===== src/rtl/sio_pkg.sv =====
package sio_pkg;

    typedef enum logic [1:0] {
        REG_RXD  = 2'd0,
        REG_TXD  = 2'd1,
        REG_STAT = 2'd2,
        REG_CTRL = 2'd3
    } sio_reg_e;

    typedef enum logic [1:0] {
        Q_EMPTY = 2'd0,
        Q_PART  = 2'd1,
        Q_FULL  = 2'd2
    } q_state_e;

    typedef enum logic {
        INT_IDLE = 1'b0,
        INT_PEND = 1'b1
    } int_state_e;

    typedef struct packed {
        logic rd_rxd;
        logic wr_txd;
        logic rd_stat;
        logic wr_ctrl;
    } sio_acc_t;

    localparam int ST_RXVAL   = 0;
    localparam int ST_RXFULL  = 1;
    localparam int ST_TXEMPTY = 2;
    localparam int ST_TXFULL  = 3;
    localparam int ST_PEND    = 4;

    localparam int CT_TXRST = 0;
    localparam int CT_RXRST = 1;
    localparam int CT_IE    = 4;

endpackage


===== src/rtl/sio_busdec.sv =====
module sio_busdec
    import sio_pkg::*;
#(
    parameter int ADDR_W = 4
) (
    input  logic              bus_rd,
    input  logic              bus_wr,
    input  logic [ADDR_W-1:0] bus_addr,
    output sio_reg_e          reg_idx,
    output logic              rd_hit,
    output sio_acc_t          acc
);
    localparam int WIN_BITS = 4;

    logic in_win;

    generate
        if (ADDR_W > WIN_BITS) begin : g_wide
            assign in_win = (bus_addr[ADDR_W-1:WIN_BITS] == '0);
        end else begin : g_exact
            assign in_win = 1'b1;
        end
    endgenerate

    always_comb begin
        reg_idx = sio_reg_e'(bus_addr[3:2]);
        rd_hit  = bus_rd && !bus_wr && in_win;
        acc     = '0;
        unique case (reg_idx)
            REG_RXD:  acc.rd_rxd  = rd_hit;
            REG_TXD:  acc.wr_txd  = bus_wr && in_win;
            REG_STAT: acc.rd_stat = rd_hit;
            REG_CTRL: acc.wr_ctrl = bus_wr && in_win;
            default:  acc         = '0;
        endcase
    end

endmodule


===== src/rtl/sio_rxq.sv =====
module sio_rxq
    import sio_pkg::*;
#(
    parameter int DEPTH  = 8,
    parameter int DATA_W = 8
) (
    input  logic              clk,
    input  logic              rst_n,
    input  logic              push_valid,
    input  logic [DATA_W-1:0] push_data,
    output logic              push_ready,
    input  logic              pop,
    input  logic              flush,
    output logic [DATA_W-1:0] head_data,
    output logic              q_nonempty,
    output logic              q_full,
    output logic              q_nonempty_nx
);
    localparam int PTR_W = $clog2(DEPTH);
    localparam int CNT_W = $clog2(DEPTH + 1);
    localparam logic [CNT_W-1:0] CNT_MAX  = CNT_W'(DEPTH);
    localparam logic [CNT_W-1:0] CNT_LAST = CNT_W'(DEPTH - 1);

    q_state_e          q_state, q_state_nx;
    logic [CNT_W-1:0]  cnt_q, cnt_nx;
    logic [PTR_W-1:0]  wpos_q, wpos_nx, rd_idx;
    logic [DATA_W-1:0] slot [DEPTH];
    logic              push_ok, pop_ok;

    // ---------- state register ----------
    always_ff @(posedge clk) begin
        if (!rst_n) q_state <= Q_EMPTY;
        else        q_state <= q_state_nx;
    end

    // ---------- next state ----------
    always_comb begin
        q_state_nx = q_state;
        unique case (q_state)
            Q_EMPTY: if (push_ok) q_state_nx = Q_PART;
            Q_PART: begin
                if (push_ok && !pop_ok && cnt_q == CNT_LAST)
                    q_state_nx = Q_FULL;
                else if (pop_ok && !push_ok && cnt_q == CNT_W'(1))
                    q_state_nx = Q_EMPTY;
            end
            Q_FULL:  if (pop_ok) q_state_nx = Q_PART;
            default: q_state_nx = Q_EMPTY;
        endcase
        if (flush) q_state_nx = Q_EMPTY;
    end

    // ---------- outputs ----------
    always_comb begin
        push_ready = (q_state != Q_FULL);
        q_full     = (q_state == Q_FULL);
        q_nonempty = (q_state != Q_EMPTY);
        push_ok    = push_valid && push_ready;
        pop_ok     = pop && q_nonempty;
        rd_idx     = wpos_q - PTR_W'(cnt_q);
        head_data  = q_nonempty ? slot[rd_idx] : '0;
    end

    // ---------- occupancy and write position ----------
    always_comb begin
        cnt_nx  = cnt_q;
        wpos_nx = wpos_q;
        if (flush) begin
            cnt_nx  = '0;
            wpos_nx = '0;
        end else begin
            if (push_ok) wpos_nx = wpos_q + PTR_W'(1);
            if (push_ok && !pop_ok)      cnt_nx = cnt_q + CNT_W'(1);
            else if (pop_ok && !push_ok) cnt_nx = cnt_q - CNT_W'(1);
        end
        q_nonempty_nx = (cnt_nx != '0);
    end

    always_ff @(posedge clk) begin
        if (!rst_n) begin
            cnt_q  <= '0;
            wpos_q <= '0;
        end else begin
            cnt_q  <= cnt_nx;
            wpos_q <= wpos_nx;
        end
    end

    generate
        for (genvar i = 0; i < DEPTH; i++) begin : g_slot
            always_ff @(posedge clk) begin
                if (push_ok && !flush && wpos_q == PTR_W'(i))
                    slot[i] <= push_data;
            end
        end
    endgenerate


    count_bound_chk: assert property (@(posedge clk) disable iff (!rst_n)
        cnt_q <= CNT_MAX);


    state_count_agree_chk: assert property (@(posedge clk) disable iff (!rst_n)
        ((q_state == Q_EMPTY) == (cnt_q == '0)) && ((q_state == Q_FULL) == (cnt_q == CNT_MAX)));


    no_underflow_chk: assert property (@(posedge clk) disable iff (!rst_n)
        (q_state == Q_EMPTY && !push_valid) |=> (q_state == Q_EMPTY));


    flush_empties_chk: assert property (@(posedge clk) disable iff (!rst_n)
        flush |=> (q_state == Q_EMPTY && cnt_q == '0));

endmodule


===== src/rtl/sio_intr.sv =====
module sio_intr
    import sio_pkg::*;
(
    input  logic clk,
    input  logic rst_n,
    input  logic set_tx,
    input  logic ack_rd,
    input  logic q_nonempty_nx,
    input  logic irq_en,
    output logic pend,
    output logic irq
);
    int_state_e i_state, i_state_nx;

    always_ff @(posedge clk) begin
        if (!rst_n) i_state <= INT_IDLE;
        else        i_state <= i_state_nx;
    end

    always_comb begin
        i_state_nx = i_state;
        unique case (i_state)
            INT_IDLE: if (set_tx || q_nonempty_nx) i_state_nx = INT_PEND;
            INT_PEND: if (ack_rd && !set_tx && !q_nonempty_nx) i_state_nx = INT_IDLE;
            default:  i_state_nx = INT_IDLE;
        endcase
    end

    always_comb begin
        pend = (i_state == INT_PEND);
        irq  = pend && irq_en;
    end


    ack_clears_chk: assert property (@(posedge clk) disable iff (!rst_n)
        (ack_rd && !set_tx && !q_nonempty_nx) |=> !pend);


    tx_raises_chk: assert property (@(posedge clk) disable iff (!rst_n)
        set_tx |=> pend);

endmodule


===== src/rtl/sio_hostregs.sv =====
module sio_hostregs
    import sio_pkg::*;
#(
    parameter int ADDR_W = 4,
    parameter int BUS_W  = 32,
    parameter int DATA_W = 8,
    parameter int DEPTH  = 8
) (
    input  logic              clk,
    input  logic              rst_n,
    input  logic              bus_rd,
    input  logic              bus_wr,
    input  logic [ADDR_W-1:0] bus_addr,
    input  logic [BUS_W-1:0]  bus_wdata,
    output logic [BUS_W-1:0]  bus_rdata,
    input  logic              rx_valid,
    input  logic [DATA_W-1:0] rx_data,
    output logic              rx_ready,
    output logic              tx_valid,
    output logic [DATA_W-1:0] tx_data,
    output logic              irq
);
    sio_reg_e          reg_idx;
    logic              rd_hit;
    sio_acc_t          acc;
    logic [DATA_W-1:0] head_data;
    logic              q_nonempty, q_full, q_nonempty_nx;
    logic              pend;
    logic              flush;
    logic              ctl_txrst, ctl_rxrst, ctl_ie;
    logic [BUS_W-1:0]  stat_word, ctrl_word, rd_mux;
    logic              unused_bits;

    assign unused_bits = ^{bus_addr[1:0], bus_wdata[BUS_W-1:DATA_W]};

    sio_busdec #(.ADDR_W(ADDR_W)) u_dec (
        .bus_rd   (bus_rd),
        .bus_wr   (bus_wr),
        .bus_addr (bus_addr),
        .reg_idx  (reg_idx),
        .rd_hit   (rd_hit),
        .acc      (acc)
    );

    assign flush = acc.wr_ctrl && bus_wdata[CT_RXRST];

    sio_rxq #(.DEPTH(DEPTH), .DATA_W(DATA_W)) u_rxq (
        .clk           (clk),
        .rst_n         (rst_n),
        .push_valid    (rx_valid),
        .push_data     (rx_data),
        .push_ready    (rx_ready),
        .pop           (acc.rd_rxd),
        .flush         (flush),
        .head_data     (head_data),
        .q_nonempty    (q_nonempty),
        .q_full        (q_full),
        .q_nonempty_nx (q_nonempty_nx)
    );

    sio_intr u_intr (
        .clk           (clk),
        .rst_n         (rst_n),
        .set_tx        (acc.wr_txd),
        .ack_rd        (acc.rd_stat),
        .q_nonempty_nx (q_nonempty_nx),
        .irq_en        (ctl_ie),
        .pend          (pend),
        .irq           (irq)
    );

    // control register: only the three defined bits are kept
    always_ff @(posedge clk) begin
        if (!rst_n) begin
            ctl_txrst <= 1'b0;
            ctl_rxrst <= 1'b0;
            ctl_ie    <= 1'b0;
        end else if (acc.wr_ctrl) begin
            ctl_txrst <= bus_wdata[CT_TXRST];
            ctl_rxrst <= bus_wdata[CT_RXRST];
            ctl_ie    <= bus_wdata[CT_IE];
        end
    end

    // transmit byte pulse
    always_ff @(posedge clk) begin
        if (!rst_n) begin
            tx_valid <= 1'b0;
            tx_data  <= '0;
        end else begin
            tx_valid <= acc.wr_txd;
            if (acc.wr_txd) tx_data <= bus_wdata[DATA_W-1:0];
        end
    end

    always_comb begin
        stat_word             = '0;
        stat_word[ST_RXVAL]   = q_nonempty;
        stat_word[ST_RXFULL]  = q_full;
        stat_word[ST_TXEMPTY] = 1'b1;
        stat_word[ST_TXFULL]  = 1'b0;
        stat_word[ST_PEND]    = pend;

        ctrl_word             = '0;
        ctrl_word[CT_TXRST]   = ctl_txrst;
        ctrl_word[CT_RXRST]   = ctl_rxrst;
        ctrl_word[CT_IE]      = ctl_ie;

        rd_mux = '0;
        unique case (reg_idx)
            REG_RXD:  rd_mux = BUS_W'(head_data);
            REG_TXD:  rd_mux = '0;
            REG_STAT: rd_mux = stat_word;
            REG_CTRL: rd_mux = ctrl_word;
            default:  rd_mux = '0;
        endcase
        bus_rdata = rd_hit ? rd_mux : '0;
    end


    tx_pulse_chk: assert property (@(posedge clk) disable iff (!rst_n)
        acc.wr_txd |=> (tx_valid && tx_data == $past(bus_wdata[DATA_W-1:0])));


    pend_while_data_chk: assert property (@(posedge clk) disable iff (!rst_n)
        q_nonempty |-> pend);


    stat_write_inert_chk: assert property (@(posedge clk) disable iff (!rst_n)
        (bus_wr && reg_idx == REG_STAT && !rx_valid) |=>
            ($stable(q_nonempty) && $stable(ctrl_word) && !tx_valid));

endmodule


===== config.mk =====
export PLATFORM = sky130hd
export DESIGN_NAME = sio_hostregs
export DESIGN_NICKNAME = d
export VERILOG_FILES = /design/src/rtl/sio_pkg.sv /design/src/rtl/sio_busdec.sv /design/src/rtl/sio_rxq.sv /design/src/rtl/sio_intr.sv /design/src/rtl/sio_hostregs.sv
export SDC_FILE = /design/constraint.sdc
export NUM_CORES = 1
export LEC_CHECK = 0
export BUFFER_PORTS_ARGS = -buffer_cell sky130_fd_sc_hd__buf_2
export CAP_MARGIN = 25
export CORE_MARGIN = 4
export CORE_UTILIZATION = 35
export DETAILED_ROUTE_END_ITERATION = 10
export SETUP_SLACK_MARGIN = 0.2
export SLEW_MARGIN = 10
export SYNTH_ARGS = -nofsm -noshare
export SYNTH_HDL_FRONTEND = slang
export SYNTH_SLANG_ARGS = --single-unit

===== constraint.sdc =====
create_clock -name clk -period 5.8 [get_ports clk]
set_input_delay 0.58 -clock clk [delete_from_list [all_inputs] [get_ports clk]]
set_output_delay 0.58 -clock clk [all_outputs]
set_load 0.01 [all_outputs]

Word level (Yosys, flattened, before mapping)

Memories as Yosys holds them, arrays and structs flattened.
Cells that the tools add are included.

Add/subtract/negate cells: 4
Equality and inequality tests: 18
Mux-type cells: 55
Bitwise gates (word level): 2
Reductions and logical operators: 41

Operator list:

| operator            | count |
|---|---|
| $pmux 32 s4         | 1 |
| $mux 8              | 8 |
| $reduce_or 8->1     | 7 |
| $mux 32             | 1 |
| $mux 1              | 29 |
| $mux 3              | 7 |
| $logic_and 1x1->1   | 20 |
| $eq 3x3->1 const B  | 4 |
| $mux 4              | 3 |
| $mux 2              | 4 |
| $eq 2x2->1 const B  | 3 |
| $eq 3x2->1 const B  | 2 |
| $logic_not 1->1     | 6 |
| $pmux 2 s3          | 1 |
| $add 4x1->4 const B | 1 |
| $eq 2x1->1 const B  | 2 |
| $eq 4x1->1 const B  | 1 |
| $eq 4x3->1 const B  | 1 |
| $logic_not 2->1     | 2 |
| $ne 2x1->1 const B  | 2 |
| $reduce_bool 4->1   | 1 |
| $sub 4x1->4 const B | 1 |
| $add 3x1->3 const B | 1 |
| $eq 3x1->1 const B  | 1 |
| other kinds (10)    | 11 |

Register bits after elaboration: 22
Memory bits (writable): 64
Bits of input ports: 49
Output and inout bits: 43
Memories kept: 1

Memory list:

| memory     | depth | bits a word | read ports | clocked after memory_dff | wr ports | line          | RTL |
|---|---|---|---|---|---|---|---|
| u_rxq.slot | 8     | 8           | 1          | 0                        | 1        | sio_rxq.sv:27 | `logic [DATA_W-1:0] slot [DEPTH];` |

Depth between registers and ports, before layout

Gate-level depths: netlist (run 1).

Depth after elaboration: 16
Gate-level depth with buffers: 10
Mapped depth without buffers: 9

Modules after synthesis

A second synthesis (run 1) with hierarchy kept.

Cells, all modules: 290
Area total of the unflattened synthesis: 4093.9 µm²

By module, submodules not included:

| module       | times used | cells each | area each (µm²) | sequential area each (µm²) |
|---|---|---|---|---|
| sio_rxq      | 1          | 197        | 3214.3          | 2102.0 |
| sio_hostregs | 1          | 82         | 760.7           | 240.2 |
| sio_busdec   | 1          | 7          | 68.8            | 0.0 |
| sio_intr     | 1          | 4          | 50.0            | 20.0 |

Worst setup path after synthesis (run 1)

OpenSTA, ideal clock, no wires.

Kind: register to output
From: reg u_rxq.wpos_q[0]
To: out bus_rdata[2]
Arrival time: 2.391 ns
Path slack: 2.829 ns
Stages on the path, launching flop included: 11
Path buffers: 2
Path through: dfxtp_1 -> inv_1 -> ha_1 -> inv_1 -> fa_1 -> buf_1 -> clkbuf_1 -> mux4_2 -> mux2i_1 -> nor2_1 -> o21a_1

Word-level cells in the longest chain between the ends: 5

RTL lines:

| item                   | line                | RTL |
|---|---|---|
| from (decl)            | sio_rxq.sv:26       | `logic [PTR_W-1:0] wpos_q, wpos_nx, rd_idx;` |
| from (signal assigned) | sio_rxq.sv:85       | `wpos_q <= wpos_nx;` |
| $sub 3x3->3            | sio_rxq.sv:60       | `rd_idx = wpos_q - PTR_W'(cnt_q);` |
| $mem_v2 8x8            | n/a                 |  |
| $mux 8                 | sio_rxq.sv:61       | `head_data = q_nonempty ? slot[rd_idx] : '0;` |
| $pmux 32 s4            | sio_hostregs.sv:110 | `unique case (reg_idx)` |
| $mux 32                | sio_hostregs.sv:117 | `bus_rdata = rd_hit ? rd_mux : '0;` |
| to (decl)              | sio_hostregs.sv:15  | `output logic [BUS_W-1:0] bus_rdata,` |

Every way passes these cells. The select of a mux whose other input is x is not followed.

Worst setup path after layout (run 1)

From: reg u_rxq.wpos_q[0]
To: out bus_rdata[4]

Same word-level chain as after synthesis.

==> key figures, run 1 <==
Synth
  – Syn avg cell area: 13.83 µm²
  – Synth warnings: 0
  – Post-synth EDFFs: 64
  – Synth area leaders: edfxtp_1, dfxtp_1, mux4_2
  – Mapped cell area: 3913 µm²
  – Post-Syn Instances: 283
  – Post-synth cell types: 45
  – Synth top area share: 0.4912
  – Most used DFF post-synth: edfxtp_1
  – Sequential area share after synthesis: 0.6038
  – Most frequent cells after synthesis: edfxtp_1, buf_4, nand2_1
  – Ys async rst share: 0
  – Most common cell in the synthesized netlist: edfxtp_1
  – Synth area leader: edfxtp_1
  – Yosys reg bits: 86

Floorplanning
  – Placeable Area: 10890 µm²
  – Die area: 12930 µm²
  – Top Ports: 92
  – Die width: 113.7 µm
  – Initial core utilization: 0.3593
  – Standard-cell rows: 38
  – Die Ht: 113.7 µm

CTS
  – Hold_buf cts: 0
  – PostCTS Resize Cnt: 0
  – CTS max path bufs: 2
  – TritonCTS clock tree: yes
  – Reg clk slew, reported paths: 70 ps
  – Num CTS Buffers: 9
  – Htree depth: 3
  – Clock Latency Late Sink: 360 ps
  – Sink Count: 86
  – Root cell of the clock tree: clkbuf_8
  – Setup Fix Bufs, Post-CTS: 0

Timing
  – Final slew viol count: 0
  – Hold slack: 453.2 ps
  – Final setup fails: 0
  – Minimum clock period: 3769 ps
  – Fin Clk Skew: 11.08 ps
  – Normalized max-slew margin: 0.4375
  – Worst Tran Pin Value: 842.8 ps
  – Hold Violations, Final: 0
  – Setup TNS: 0 ps
  – Final period util: 0.6499
  – Final worst slack: 2031 ps
  – Maximum clock frequency: 265.3 MHz
  – Unrepaired setup endpoints after global routing: false

Power
  – VDD IR max: 0.00009440 V
  – Leakage: 1.641 nW
  – Pwr Density: 301.5 nW/µm²

Setup path
  – CP startpoint kind: flip-flop
  – CP Data Required Time: 5220 ps
  – CP Class: reg2out
  – CP arrival: 3190 ps
  – Critical Path End Type: output port
  – Crit Path Max Fanout: 16

Placement
  – IO Port Bufs: 41
  – DP Worst Slack: 2350 ps
  – Routability cong.: 0.7195
  – Dpl hpwl: 5.172 mm

Global routing
  – Antenna violations before repair: 0
  – First-pass GRT wire length: 11.83 mm
  – Remaining Overflow, GRT: 0
  – GR Util All Layers: 0.1223
  – Largest net degree at the start of global routing: 17
  – Number of global-route vias before repair: 2171

Detailed routing
  – Final antenna-violating net count: 0
  – Iteration-0 DRC Markers: 128
  – Final WL: 7.434 mm
  – Via count: 2233
  – Drt pass-1 iters: 4
  – Routed len/inst: 15.88 µm
  – DR DRC count: 0
  – Vias/cell: 4.771

Run status
  – Status: completed

Cells and area
  – Final #Nets: 384
  – Area delta synth->final: 10.90%
  – Layout cells sized above 1: 0.2409
  – Antenna cell count: 0
  – Fillcell total: 1020

Min path
  – Hold Crit Class: reg2reg

Job
  – Max-Cap Viols: 0
[through the flow]
| stage | util | total power, mW | cell area (µm²) | cells |
|---|---|---|---|---|
| after floorplan | - | 0.9048 | 3999 | 306 |
| after global placement | 0.3816 | 0.9582 | 4155 | 452 |
| after detailed placement | 0.3842 | 0.9726 | 4183 | 453 |
| after CTS | 0.3985 | 1.331 | 4339 | 468 |
| after global routing | 0.3985 | 1.382 | 4339 | 468 |
| final | 0.3985 | 1.308 | 4339 | 468 |
[layer usage]
layer / track usage / up-vias / wire, µm / part of all wire
met5: 0 / - / 0 / 0
li1: - / 1084 / - / -
met3: 0.03130 / 12 / 342 / 0.046
met1: 0.1540 / 1084 / 3206 / 0.43
met4: 0.05288 / 0 / 146 / 0.020
met2: 0.1998 / 53 / 3740 / 0.50
[final timing paths]
check / from / endpoint / slack, ps / cells past startpoint
hold / removal: tx_data[1]$_SDFFE_PN0P_ / tx_data[1]$_SDFFE_PN0P_ / 450 / 2
setup / recovery: u_rxq.wpos_q[0]$_SDFFE_PP0P_ / bus_rdata[4] / 2030 / 9
hold reg to reg: tx_data[1]$_SDFFE_PN0P_ / tx_data[1]$_SDFFE_PN0P_ / 450 / 2
setup reg to reg: u_rxq.q_state[0]$_SDFFE_PP0P_ / u_intr.pend$_SDFF_PN0_ / 3550 / 5
[report_power, final]
group / internal (mW) / leakage, nW / switching [mW]
sequential: 0.683 / 0.761 / 0.0136
combinational: 0.124 / 0.803 / 0.132
clock: 0.153 / 0.0772 / 0.203
[state kept, by name, summed over array words and instances (netlist names)]
register and cells:
u_rxq.wpos_q 3, u_rxq.slot 64, u_rxq.q_state 2, tx_valid 1
u_intr.pend 1, u_rxq.cnt_q 4, ctl_txrst 1, ctl_rxrst 1
ctl_ie 1, tx_data 8
[layout by cell type (no fill, tap or decap), types with 2 or more instances in the layout]
| master | netlist | final |
|---|---|---|
| edfxtp_1 | 64 | 64 |
| buf_2 | 2 | 41 |
| conb_1 | 1 | 24 |
| nand2_1 | 23 | 23 |
| nor2_1 | 22 | 22 |
| dfxtp_1 | 22 | 22 |
| mux4_2 | 16 | 16 |
| a21oi_1 | 15 | 15 |
| ha_1 | 10 | 10 |
| inv_1 | 9 | 9 |
| mux2i_1 | 9 | 9 |
| and3_1 | 9 | 9 |
| clkbuf_8 | 0 | 9 |
| a211oi_1 | 4 | 4 |
| and2_1 | 4 | 4 |
| nand2b_1 | 3 | 3 |
| nor3_1 | 3 | 3 |
| o21ai_0 | 3 | 3 |
| nand3_1 | 3 | 3 |
| xnor2_1 | 2 | 2 |
| mux2_2 | 2 | 2 |
| a31oi_1 | 2 | 2 |
| a2bb2oi_1 | 2 | 2 |
| clkbuf_1 | 8 | 2 |
[critical path: stages, from the launching register on]
cell and delay, ps:
dfxtp_1 350, inv_1 110, ha_1 150, inv_1 40, fa_1 1040, mux4_2 350, mux2i_1 70, or4_1 420
a21oi_1 140, buf_2 150
[logic make-up after synthesis]
logic type | Yosys count | synth area share
flops | 86 | 0.6038
simple gates | 74 | 0.09306
buf+inv | 44 | 0.06588
compound gates | 34 | 0.05724
mux | 29 | 0.1276
fa+ha+maj | 11 | 0.03710
xor+xnor | 4 | 0.01439
other cells | 1 | 0.0009585
[cell type report]
class	instances	area (µm²)	area share
Clock inverter	4	25.02	0.005767
Multi-Input combinational cell	176	1379	0.3178
Clock buffer	11	131.4	0.03028
Inverter	9	33.78	0.007785
Timing Repair Buffer	42	232.7	0.05363
Sequential cell	86	2362	0.5444
Tap cell	140	175.2	0.04037
(Power assumes the default switching activity.)
==> run 2: changes to the inputs <==
==> constraint.sdc (replaced) <==
create_clock -name clk -period 3.5 [get_ports clk]
set_input_delay 0.35 -clock clk [delete_from_list [all_inputs] [get_ports clk]]
set_output_delay 0.35 -clock clk [all_outputs]
set_load 0.01 [all_outputs]
==> key figures, run 2 (synthesis gave the netlist of run 1 again) <==
Floorplanning
  – Die area: 12930 µm²
  – Initial core utilization: 0.3593
  – Die Ht: 113.7 µm
  – Standard-cell rows: 38
  – Die width: 113.7 µm
  – Top Ports: 92
  – Placeable Area: 10890 µm²

Setup path
  – Critical Path End Type: output port
  – CP arrival: 2740 ps
  – CP Data Required Time: 3150 ps
  – Reg2reg path depth: 5
  – Crit Path Max Fanout: 4
  – CP startpoint kind: flip-flop
  – CP Class: reg2out

CTS
  – Reg clk slew, reported paths: 90 ps
  – Htree depth: 3
  – CTS max path bufs: 2
  – TritonCTS clock tree: yes
  – Root cell of the clock tree: clkbuf_8
  – Num CTS Buffers: 9
  – Sink Count: 86
  – Hold_buf cts: 0
  – Clock Latency Late Sink: 360 ps

Timing
  – Maximum clock frequency: 323.3 MHz
  – Normalized max-slew margin: 0.6233
  – Final period util: 0.8839
  – Hold slack: 221.7 ps
  – Final slew viol count: 0
  – Unrepaired setup endpoints after global routing: false
  – Final worst slack: 406.5 ps
  – Minimum clock period: 3093 ps
  – Fin Clk Skew: 13.65 ps
  – Setup TNS: 0 ps
  – Worst Tran Pin Value: 565.1 ps
  – Hold Violations, Final: 0
  – Final setup fails: 0

Cells and area
  – Most frequent cells in the layout: edfxtp_1, buf_2, conb_1
  – Area delta synth->final: 12.98%
  – Max FFs per register: 64
  – Non-Filler Instances: 475
  – Post-layout util: 0.4060
  – Fillcell total: 1025
  – Largest registers: u_rxq.slot x64, tx_data x8, u_rxq.cnt_q x4
  – Final #Nets: 390
  – Commonest non-fill, non-tap cell in the layout: edfxtp_1
  – Antenna cell count: 0
  – Layout cells sized above 1: 0.2687
  – Most flops, register: u_rxq.slot

Power
  – Pwr Density: 523.0 nW/µm²
  – VDD IR max: 0.0002002 V
  – Leakage: 1.681 nW

Min path
  – Hold depth: 3
  – Hold Crit Class: in2reg

Detailed routing
  – Iteration-0 DRC Markers: 58
  – DR DRC count: 0
  – Via count: 2259
  – Drt pass-1 iters: 4
  – Vias/cell: 4.756
  – Final WL: 7.450 mm
  – Final antenna-violating net count: 0
  – Routed len/inst: 15.68 µm

Placement
  – Dpl hpwl: 5.117 mm
  – DP Worst Slack: 550.6 ps
  – IO Port Bufs: 41
  – Routability cong.: 0.7682
  – Dpl cells: 455

Job
  – Max-Cap Viols: 0

Run status
  – Status: completed

Global routing
  – GR Util All Layers: 0.1181
  – Remaining Overflow, GRT: 0
  – Largest net degree at the start of global routing: 17
  – Antenna violations before repair: 0
  – First-pass GRT wire length: 11.43 mm
  – Number of global-route vias before repair: 2177
## run 2: where the power goes
| group | leakage (nW) | internal [mW] | switching, mW |
|---|---|---|---|
| Clock | 0.0933 | 0.334 | 0.361 |
| Sequential | 0.761 | 1.13 | 0.0218 |
| Combinational | 0.827 | 0.236 | 0.228 |
## run 2: what timing repair did
action | in CTS | in global routing
gates resized for setup | 2 | 0
pin swaps | 0 | 2
setup endpoints to repair | 3 | 2
buffers inserted | 0 | 4
## run 2: final cells by class
cell class | count | area [µm²] | share of cell area
inverters | 9 | 33.78 | 0.007642
clock inverters | 6 | 67.56 | 0.01528
flip-flops and latches | 86 | 2362 | 0.5344
multi-input cells | 176 | 1384 | 0.3130
well taps | 140 | 175.2 | 0.03963
clock buffers | 10 | 127.6 | 0.02887
repair buffers | 48 | 270.3 | 0.06114
## run 2: metrics by stage
stage / total power [mW] / area [µm²]
after floorplan: 1.499 / 3999
after global placement: 1.601 / 4178
after detailed placement: 1.608 / 4178
after CTS: 2.303 / 4378
after global routing: 2.422 / 4420
final: 2.312 / 4420
## run 2: path summary, 6_finish.rpt
path / from / slack (ps) / end
min: bus_wdata[3] / 220 / tx_data[3]$_SDFFE_PN0P_
max reg2reg: u_rxq.q_state[0]$_SDFFE_PP0P_ / 1280 / u_intr.pend$_SDFF_PN0_
max: u_rxq.wpos_q[0]$_SDFFE_PP0P_ / 410 / bus_rdata[0]
min reg2reg: tx_data[2]$_SDFFE_PN0P_ / 460 / tx_data[2]$_SDFFE_PN0P_
## run 2: worst max-delay path, stage by stage, from the launching register on
cell     delay (ps)
dfxtp_1         360
inv_1           130
ha_2            170
inv_1            50
fa_2            350
xnor2_1         250
xnor2_2         190
buf_4           180
mux2i_1          90
or3_1           320
a21oi_1         140
buf_2           160
## run 2: routing by layer
metal	up-vias	wire, µm	global-route usage
met3	8	259	0.02812
met2	44	3791	0.1955
met4	0	124	0.05288
met1	1108	3274	0.1472
met5	-	0	0
li1	1099	-	-
==> run 3: changes to the inputs <==
--- a/config.mk
+++ b/config.mk
@@ -7,9 +7,9 @@
 export LEC_CHECK = 0
 export BUFFER_PORTS_ARGS = -buffer_cell sky130_fd_sc_hd__buf_2
 export CAP_MARGIN = 25
-export CORE_MARGIN = 4
 export CORE_UTILIZATION = 35
 export DETAILED_ROUTE_END_ITERATION = 10
+export PLACE_DENSITY = 0.59
 export SETUP_SLACK_MARGIN = 0.2
 export SLEW_MARGIN = 10
 export SYNTH_ARGS = -nofsm -noshare
==> key figures, run 3 (synthesis gave the netlist of run 1 again) <==
Setup path
  – CP arrival: 2810 ps
  – Worst reg2reg endpoint: u_intr.pend$_SDFF_PN0_
  – CP startpoint kind: flip-flop
  – Worst stage delay on the critical path: 510 ps
  – Crit path launch: u_rxq.wpos_q[0]$_SDFFE_PP0P_
  – Critical Path End Type: output port
  – Crit path top cell by count: inv_1
  – Critical path capture point: bus_rdata[4]
  – Worst path slowest cell: fa_2
  – Reg2reg path depth: 5
  – CP Class: reg2out
  – Crit path cell chain: inv_1 -> ha_2 -> inv_1 -> fa_2 -> buf_12 -> mux4_2 -> mux2i_1 -> or4_1 -> a21oi_1 -> buf_2
  – Worst r2r src: u_rxq.q_state[0]$_SDFFE_PP0P_
  – CP Data Required Time: 3150 ps
  – Crit Path Max Fanout: 5
  – Reg-to-reg slack, setup: 1230 ps

Timing
  – Normalized max-slew margin: 0.6270
  – Maximum clock frequency: 316.7 MHz
  – Final slew viol count: 0
  – Minimum clock period: 3157 ps
  – Final period util: 0.9021
  – Worst Tran Pin Value: 557.4 ps
  – Final setup fails: 0
  – Setup TNS: 0 ps
  – Fin Clk Skew: 10.47 ps
  – Unrepaired setup endpoints after global routing: false
  – Hold Violations, Final: 0

Floorplanning
  – Die Ht: 107.7 µm
  – Die width: 107.7 µm
  – Standard-cell rows: 38
  – Die area: 11610 µm²
  – Placeable Area: 10890 µm²
  – Top Ports: 92
  – Initial core utilization: 0.3593

Global routing
  – Remaining Overflow, GRT: 0
  – First-pass GRT wire length: 11.45 mm
  – Largest net degree at the start of global routing: 17
  – GR Util All Layers: 0.1349
  – Number of global-route vias before repair: 2146
  – Antenna violations before repair: 0

Cells and area
  – Non-Filler Instances: 477
  – Fin area: 4417 µm²
  – Fillcell total: 1017
  – Largest registers: u_rxq.slot x64, tx_data x8, u_rxq.cnt_q x4
  – Final #Nets: 392
  – Layout cells sized above 1: 0.2760
  – Area delta synth->final: 12.89%
  – Multi-input gate area: 1384 µm²
  – Most flops, register: u_rxq.slot
  – Antenna cell count: 0
  – Max FFs per register: 64
  – Most frequent cells in the layout: edfxtp_1, buf_2, conb_1
  – Reg area: 2364 µm²
  – Commonest non-fill, non-tap cell in the layout: edfxtp_1

CTS
  – Htree depth: 3
  – TritonCTS clock tree: yes
  – CTS max path bufs: 2
  – Num CTS Buffers: 9
  – Sink Count: 86
  – Hold_buf cts: 0
  – Root cell of the clock tree: clkbuf_8
  – Clock Latency Late Sink: 360 ps
  – Reg clk slew, reported paths: 80 ps

Detailed routing
  – Routed len/inst: 15.43 µm
  – Drt pass-1 iters: 6
  – Metal3 WL: 336 µm
  – M1 WL: 3.339 mm
  – Routed met2 length: 3.504 mm
  – Final WL: 7.361 mm
  – Vias/cell: 4.818
  – Final antenna-violating net count: 0
  – DR DRC count: 0
  – Top Metal Used: met4
  – Via count: 2298
  – Iteration-0 DRC Markers: 142

Job
  – Max-Cap Viols: 0

Power
  – VDD IR max: 0.0001735 V
  – Leakage: 1.685 nW
  – Pwr Density: 509.8 nW/µm²

Placement
  – Routability cong.: 0.7831
  – Dpl hpwl: 5.072 mm
  – Dpl cells: 456
  – IO Port Bufs: 41
  – Post-Place Cell Area: 4185 µm²

Min path
  – Hold depth: 3
  – Hold Crit Class: in2reg

Run status
  – Status: completed
## run 3: changes by cell type in the layout (fill, tap and decap cells not counted)
cell | previous run | this run
buf_4 | 6 | 8
bufinv_16 | 1 | 0
clkinv_4 | 0 | 3
clkinvlp_4 | 2 | 1
dfxtp_1 | 22 | 21
dfxtp_2 | 0 | 1
inv_6 | 2 | 1
## run 3: repair_timing
item | 4_1_cts | 5_1_grt
gates resized for setup | 1 | 2
pin swaps | 0 | 2
setup buffers | 0 | 5
setup endpoints to repair | 4 | 4
## run 3: where the power goes
group	switching, mW	internal (mW)
clock network	0.360	0.263
registers	0.0213	1.13
logic	0.232	0.244
total	0.613	1.64
## run 3: how the worst min path moves through the flow
stage	endpoint	slack (ps)	start
floorplan	ctl_rxrst$_SDFFE_PN0N_	440	ctl_rxrst$_SDFFE_PN0N_
global placement	tx_data[5]$_SDFFE_PN0P_	440	tx_data[5]$_SDFFE_PN0P_
detailed placement	tx_data[6]$_SDFFE_PN0P_	450	tx_data[6]$_SDFFE_PN0P_
CTS	tx_data[3]$_SDFFE_PN0P_	210	bus_wdata[3]
global route	tx_data[2]$_SDFFE_PN0P_	220	bus_wdata[2]
finish	tx_data[3]$_SDFFE_PN0P_	220	bus_wdata[3]
## run 3: stage by stage
stage	util	power [mW]	hold slack (ps)	setup WS, ps
final	0.4057	2.252	220.9	342.7
after global routing	0.4057	2.368	221.3	196.3
after CTS	0.4007	2.238	212.3	200.6
after detailed placement	0.3844	1.615	446.2	480.0
after global placement	0.3844	1.605	440.0	523.5
after floorplan	-	1.499	436.7	759.3
## run 3: per-layer routing
metal  vias to the layer above  global-route usage
li1                       1095                   -
met1                      1116              0.1797
met2                        73              0.2019
met3                        14             0.03571
met4                         0             0.06849
met5                         -                   0
## run 3: critical path, delay by kind of cell (launching register included)
family / cells / cell delay, ps
adders and majority gates: 2 / 690
muxes: 2 / 290
AOI/OAI and AO/OA: 1 / 160
and+or+nand+nor: 1 / 400
DFF: 1 / 410
buffers and inverters: 4 / 500
## run 3: area by class of cell
| type | instances | share of cell area |
|---|---|---|
| clock inverters | 6 | 0.01076 |
| well taps | 140 | 0.03966 |
| flip-flops and latches | 86 | 0.5351 |
| clock buffers | 10 | 0.02890 |
| inverters | 9 | 0.007649 |
| multi-input cells | 176 | 0.3133 |
| repair buffers | 50 | 0.06459 |
